$ cat config.mk
export PLATFORM = sky130hd
export DESIGN_NAME = cfg_dbuf_bank
export DESIGN_NICKNAME = d
export VERILOG_FILES = /design/src/rtl/cfg_dbuf_bank.sv
export SDC_FILE = /design/constraint.sdc
export NUM_CORES = 1
export LEC_CHECK = 0
export BUFFER_PORTS_ARGS = -buffer_cell sky130_fd_sc_hd__buf_2
export CORE_ASPECT_RATIO = 0.9
export CORE_MARGIN = 3
export CORE_UTILIZATION = 42
export CTS_BUF_LIST = sky130_fd_sc_hd__clkbuf_8 sky130_fd_sc_hd__clkbuf_16
export DETAILED_ROUTE_END_ITERATION = 16
export PLACE_DENSITY = 0.7
export SYNTH_ARGS = -nofsm -noshare
export SYNTH_HDL_FRONTEND = slang
export SYNTH_SLANG_ARGS = --single-unit
$ cat constraint.sdc
create_clock -name clk -period 2 [get_ports clk]
set_input_delay 0.4 -clock clk [delete_from_list [all_inputs] [get_ports clk]]
set_output_delay 0.4 -clock clk [all_outputs]
set_load 0.05 [all_outputs]
$ cat src/rtl/cfg_dbuf_bank.sv
module cfg_dbuf_bank #(
  parameter int NREG = 16,
  parameter int W    = 8,
  localparam int AW  = (NREG > 1) ? $clog2(NREG) : 1
) (
  input  logic              clk,
  input  logic              rst_n,
  input  logic              supply_ok,
  input  logic              wr_en,
  input  logic [AW-1:0]     wr_addr,
  input  logic [W-1:0]      wr_data,
  input  logic              ctl_wr,
  input  logic [3:0]        ctl_din,
  input  logic              erase_req,
  input  logic [W-1:0]      nv_data,
  output logic              nv_rd_en,
  output logic [AW-1:0]     nv_addr,
  output logic              nv_erase,
  output logic              busy,
  output logic [1:0]        ctl_q,
  output logic [NREG*W-1:0] act_cfg
);

  logic [W-1:0]      stage  [NREG];
  logic [W-1:0]      active [NREG];
  logic [NREG*W-1:0] stage_flat;
  logic              xparent, erase_en, busy_q, loading, fill_v, done_pend;
  logic [AW:0]       iss_ptr;
  logic [AW-1:0]     fill_ptr;

  wire host_ok    = !busy_q;
  wire commit_req = host_ok && ctl_wr && ctl_din[1];
  wire reload     = host_ok && ctl_wr && ctl_din[3];
  wire do_commit  = commit_req || done_pend;
  wire addr_ok    = 32'(wr_addr) < NREG;

  assign nv_rd_en = loading && (iss_ptr < (AW+1)'(NREG));
  assign nv_addr  = iss_ptr[AW-1:0];
  assign nv_erase = erase_req & erase_en;
  assign busy     = busy_q;
  assign ctl_q    = {erase_en, xparent};

  for (genvar g = 0; g < NREG; g++) begin : g_flat
    assign act_cfg[g*W +: W]    = active[g];
    assign stage_flat[g*W +: W] = stage[g];
  end

  always_ff @(posedge clk or negedge rst_n) begin
    if (!rst_n) begin
      xparent   <= 1'b0;
      erase_en  <= 1'b0;
      busy_q    <= 1'b1;
      loading   <= 1'b0;
      iss_ptr   <= '0;
      fill_v    <= 1'b0;
      fill_ptr  <= '0;
      done_pend <= 1'b0;
    end else begin
      fill_v    <= nv_rd_en;
      fill_ptr  <= nv_addr;
      done_pend <= fill_v && (fill_ptr == AW'(NREG-1));
      if (nv_rd_en) iss_ptr <= iss_ptr + 1'b1;
      if (host_ok && ctl_wr) begin
        xparent  <= ctl_din[0];
        erase_en <= ctl_din[2];
      end
      if (busy_q && !loading && supply_ok) begin
        loading <= 1'b1;
        iss_ptr <= '0;
      end
      if (reload) begin
        busy_q  <= 1'b1;
        loading <= 1'b1;
        iss_ptr <= '0;
      end
      if (done_pend) begin
        busy_q  <= 1'b0;
        loading <= 1'b0;
      end
    end
  end

  always_ff @(posedge clk or negedge rst_n) begin
    if (!rst_n) begin
      for (int i = 0; i < NREG; i++) begin
        stage[i]  <= '0;
        active[i] <= '0;
      end
    end else begin
      for (int i = 0; i < NREG; i++) begin
        if (fill_v && (fill_ptr == AW'(i))) stage[i] <= nv_data;
        if (do_commit) active[i] <= stage[i];
      end
      if (host_ok && wr_en && addr_ok) begin
        stage[wr_addr] <= wr_data;
        if (xparent) active[wr_addr] <= wr_data;
      end
    end
  end


  staged_hold_chk: assert property (@(posedge clk) disable iff (!rst_n)
    (host_ok && wr_en && !xparent && !(ctl_wr && ctl_din[1])) |=> $stable(act_cfg));


  commit_copy_chk: assert property (@(posedge clk) disable iff (!rst_n)
    (commit_req && !wr_en) |=> (act_cfg == $past(stage_flat)));


  nv_addr_step_chk: assert property (@(posedge clk) disable iff (!rst_n)
    (nv_rd_en && $past(nv_rd_en)) |-> (nv_addr == $past(nv_addr) + 1'b1));


  busy_freeze_chk: assert property (@(posedge clk) disable iff (!rst_n)
    ($past(busy_q) && busy_q) |-> $stable(act_cfg));


  erase_gate_chk: assert property (@(posedge clk) disable iff (!rst_n)
    nv_erase |-> ctl_q[1]);


  no_early_read_chk: assert property (@(posedge clk) disable iff (!rst_n)
    nv_rd_en |-> busy_q);

endmodule

; After elaboration in Yosys (flattened, before gate mapping)
; Cells that the tools add are included.
[totals]
register_bits = 271
in_bits = 30
output_inout_bits = 137
wordCells = 139
[classes]
add_sub_neg = 1
order_cmp = 3
n_eq_ne = 15
muxes = 47
n_bitwise = 2
reduce_logical = 31
[op_table]
columns = operator, count
row1 = $mux 128, 3
row2 = $mux 8, 33
row3 = $bwmux 128, 2
row4 = $demux 8 s4, 1
row5 = $eq 4x4->1 const B, 8
row6 = $logic_and 1x1->1, 24
row7 = $eq 4x3->1 const B, 4
row8 = $mux 5, 3
row9 = $eq 4x2->1 const B, 2
row10 = $reduce_bool 3->1, 2
row11 = $add 5x1->5 const B, 1
row12 = $ge 5x5->1 const B, 1
row13 = $lt 5x1->1 const B, 1
row14 = $lt 5x5->1 const B, 1
row15 = $mux 1, 5
row16 = $not 4->5, 1
row17 = $eq 4x1->1 const B, 1
row18 = $logic_not 4->1, 1
row19 = $logic_not 1->1, 2
row20 = $reduce_bool 2->1, 1
row21 = $and 1x1->1, 1
row22 = $logic_or 1x1->1, 1

; Depth between registers and ports, before layout
[logic_depth]
word_depth = 8
ltp_mapped = 6
ltp_nobuf = 4

; Least setup slack after synthesis
; No wires, ideal clock.
[synth_path]
path_kind = register to register
from = register busy_q (netlist: busy)
to = register stage[64] (netlist name)
setup_time_ns = 0.082
arrival_ns = 1.718
t_required_ns = 1.918
setup_slack_ns = 0.200
stages_incl_launch_ff = 7
n_path_buf = 3
period_less_slack_ns = 1.800
path_cell_list = dfstp_2 > buf_2 > nand4bb_1 > buf_2 > clkbuf_1 > nor3_1 > a31oi_1
[synth_via]
elab_chain_cells = 3
[synth_rtl]
columns = element, line
row1 = from (decl), 27  ; logic xparent, erase_en, busy_q, loading, fill_v, done_pend;
row2 = from (signal assigned), 52  ; busy_q <= 1'b1;
row3 = from (signal assigned), 72  ; busy_q <= 1'b1;
row4 = from (signal assigned), 77  ; busy_q <= 1'b0;
row5 = $logic_not 1->1, 31  ; wire host_ok = !busy_q;
row6 = $logic_and 1x1->1, 94  ; if (host_ok && wr_en && addr_ok) begin
row7 = $mux 128, 94
row8 = "to (signal, indexed assignment)", 91  ; if (fill_v && (fill_ptr == AW'(i))) stage[i] <= nv_data;
row9 = "to (signal, indexed assignment)", 95  ; stage[wr_addr] <= wr_data;
row10 = to (decl), 24  ; logic [W-1:0] stage [NREG];
; Every way passes these cells.
; A chain may end at the register's enable or synchronous reset.

; Worst setup path in the final report
[layout_path]
from = register busy_q (netlist: busy)
to = register active (netlist bit act_cfg[39])
[layout_via]
elab_chain_cells = 8
word_cells_on_any_way = 9
cone_classes = mux: 4 / reduce/logical: 5
[layout_rtl]
columns = element, line
row1 = $logic_not 1->1 (*), 31
row2 = $logic_and 1x1->1 (2 in series), 32  ; wire commit_req = host_ok && ctl_wr && ctl_din[1];
row3 = $logic_or 1x1->1, 34  ; wire do_commit = commit_req || done_pend;
row4 = $mux 8, 92  ; if (do_commit) active[i] <= stage[i];
row5 = $bwmux 128, 96  ; if (xparent) active[wr_addr] <= wr_data;
row6 = $mux 128, 96
row7 = $mux 128 (*), 94
row8 = "to (signal, indexed assignment)", 92
row9 = "to (signal, indexed assignment)", 96
row10 = to (decl), 25  ; logic [W-1:0] active [NREG];
; Every way passes the cells marked *; elsewhere a longest branch is shown, timed or not.

==> impl_metrics.ini <==
[synth]
synth-main-ff-cell = dfrtp_1
ys_types = 42
async_flop_share = 1.00
synth_top_area_frac = 0.475
ys_seq_elements = 271
synth_edf_count = 0
avgSynthCellArea_um2 = 8.68
ys_top_cells_by_count = dfrtp_1 (270), nor3_1 (254), o21ai_0 (249), clkbuf_1 (168), nand2_1 (137)
synth_most_common_cell = dfrtp_1
syn_inst = 1638
yosysSeqAreaShare = 0.477
synth_nets = 1669
yosysTopAreaCell = dfrtp_1
synth_warnings = 0
synthTopCellsByArea = dfrtp_1 (48%), nor3_1 (8.9%), o21ai_0 (8.8%), a32oi_1 (7.9%), a31oi_1 (5.5%)
synth_area_mm2 = 0.0142

[drt]
dr_wl_met3_um = 5440
wl_met2_um = 24100
first_pass_iters = 6
drt-total-wl_um = 53200
drc = 0
viasPerCell = 6.66
top_layer = met5
vias = 14500
antenna_left = 0
avgRoutedWirePerCell_um = 24.4
drt-met1-wl_um = 21400
drt_iter0_drc = 2237

[setup_path]
r2r_end = act_cfg[39]
crit_required_ns = 2.42
end_kind = flip-flop
critPathLaunch = busy
crit_path_max_incr_delay_ns = 0.68
critPathLaunchType = flip-flop
reg2reg_from = busy
rrSetupSlack_ns = 0.008
path_cells = and3b_2, buf_12, o21ai_0, a21oi_1
cp_data_arrival_time_ns = 2.41
reg2reg_depth = 4
critPathCapture = act_cfg[39]
path_buf_inv = 1
crit_type = flip-flop to flip-flop
cp.depth = 4
path_max_fanout = 128
cpMaxStageDelayCell = dfstp_2
cp_top_family = flip-flops

[floorplan]
pin_count = 167
dieArea_mm2 = 0.0361
core_mm2 = 0.0332
num_rows = 63
die-width_um = 200
dieHeight_um = 181
initial_core_util = 0.429

[timing]
max_slew_margin = 0.543
fin_tns_setup_ns = 0
setup_ws_ns = 0.00829
fin_crit_ns = 1.99
max_freq_mhz = 502
finalCritPeriodShare = 0.996
rsz0062_at_grt = false
setup_viol = 0
fin_skew_ns = 0.0270
finalHoldViolCount = 0
worstMarginPinSlew_ns = 0.686
slew_viol_final = 0

[hold_path]
hp-class = input pin to flip-flop

[power]
max-vdd-ir-drop_mv = 1.10
p_per_area_mw_per_mm2 = 1810
p_leak_uw = 0.00634

[grt]
antenna_found_initial = 6
grt_pass1_wl_um = 82100
grt_usage = 0.285
grt-ovfl-total = 0
grt_pass1_vias = 13700
grt_max_degree = 131

[placement]
gp_congestion = 0.888
dpl.cell_count = 2120
placed_area_mm2 = 0.0157
port_buffers = 166
dpl_worst_slack_ns = 0.152
hpwl_um = 32400

[layout]
final_area_mm2 = 0.0167
drive_gt1_frac = 0.188
area_growth_syn_to_layout_pct = 17.7
nets = 1728
instances_no_fill = 2177

[clocking]
numCtsBuffers = 29
clock-root-buffer = clkbuf_16
clkSlewWorstSetupHoldPaths_ns = 0.06
clk_path_buf_depth = 3
cts_tree = done
htree_levels = 1
cts_setup_buffers = 0
worstSkewPairLatency_ns = 0.57
cts_sinks = 271

[outcome]
status = finished, final reports clean

[job]
cap_violations = 0
-- layer usage --
layer,vias up,GRT usage
li1,6269,-
met1,7143,0.405
met2,912,0.433
met3,164,0.0615
met4,2,0.0977
met5,-,0
-- sequential cells by signal, summed over array words and instances, names as in the netlist, 4 cells and up --
register / flops
iss_ptr: 5
fill_ptr: 4
act_cfg: 128
stage: 128
-- worst min-delay path by stage --
stage / startpoint / end / slack [ns] / cells after the start
after floorplan: rst_n / act_cfg[0] / 0.10 / 0
after global placement: rst_n / act_cfg[34] / 0.38 / 1
after detailed placement: rst_n / act_cfg[34] / 0.37 / 1
after CTS: ctl_din[0] / xparent / 0.07 / 2
after global routing: ctl_din[0] / xparent / 0.07 / 2
final: ctl_din[2] / erase_en / 0.08 / 2
-- cell type report --
| cell class | count | area (um2) |
|---|---|---|
| Fill cell | 3066 | 16400 |
| Sequential cell | 271 | 6780 |
| Multi-Input combinational cell | 1135 | 6450 |
| Timing Repair Buffer | 258 | 1900 |
| Clock buffer | 33 | 781 |
| Tap cell | 455 | 569 |
| Clock inverter | 18 | 236 |
| Antenna cell | 5 | 12.5 |
| Inverter | 2 | 8.76 |
-- power by group --
group	internal (uW)	total [uW]	switching, uW
clock	3540	5840	2300
sequential	8280	10100	1830
combinational	4110	14400	10300
total	15900	30300	14400
-- per-stage QoR --
stage,hold slack (ns),total power [uW],util
6_report,0.0832,30300,0.505
5_1_grt,0.0743,31800,0.505
4_1_cts,0.0693,30200,0.504
3_5_place_dp,0.368,24400,0.473
3_3_place_gp,0.375,24100,0.473
2_1_floorplan,0.104,20100,-
-- cells in the final DEF, fill, tap and decap left out, types with 2 or more instances in the layout --
| cell type | n |
|---|---|
| nor3b_1 | 8 |
| clkbuf_4 | 2 |
| nand2b_1 | 11 |
| nand3_1 | 7 |
| buf_12 | 29 |
| and4bb_2 | 2 |
| and3_1 | 10 |
| a31oi_1 | 126 |
| a31oi_2 | 2 |
| or3b_1 | 2 |
| or2_1 | 2 |
| nand2_1 | 137 |
| bufinv_16 | 6 |
| nand4bb_2 | 2 |
| nor2_1 | 6 |
| clkbuf_8 | 4 |
| dfrtp_1 | 269 |
| nor3_1 | 254 |
| buf_2 | 163 |
| buf_4 | 62 |
| diode_2 | 5 |
| a21oi_1 | 133 |
| mux2_2 | 2 |
| o21ai_1 | 9 |
| inv_1 | 7 |
| o21ai_0 | 249 |
| and3b_1 | 20 |
| nor3_2 | 2 |
| or2_2 | 2 |
| clkbuf_16 | 29 |
| nand3b_1 | 7 |
| a32oi_1 | 128 |
| clkinv_2 | 6 |
-- kinds of logic (layout without fill, tap and decap cells) --
kind of cell             count (synthesis)  count (layout)  share of synthesized area
AND/OR/NAND/NOR                        482             482                      0.174
XOR/XNOR                                 2               2                    0.00123
AO/OA/AOI/OAI                          648             648                      0.274
other                                    0               5                          0
adder cells (fa/ha/maj)                  1               1                   0.000880
multiplexers                             2               2                    0.00158
flip-flops                             271             271                      0.477
buffers and inverters                  232             311                     0.0711
-- repair_timing --
| action | CTS | global route |
|---|---|---|
| hold endpoints to repair | 44 | 0 |
| setup endpoints to repair | 0 | 2 |
| hold buffers | 1 | 0 |
| gates resized for setup | 0 | 2 |
No activity file was read; power rests on OpenSTA's default activity.
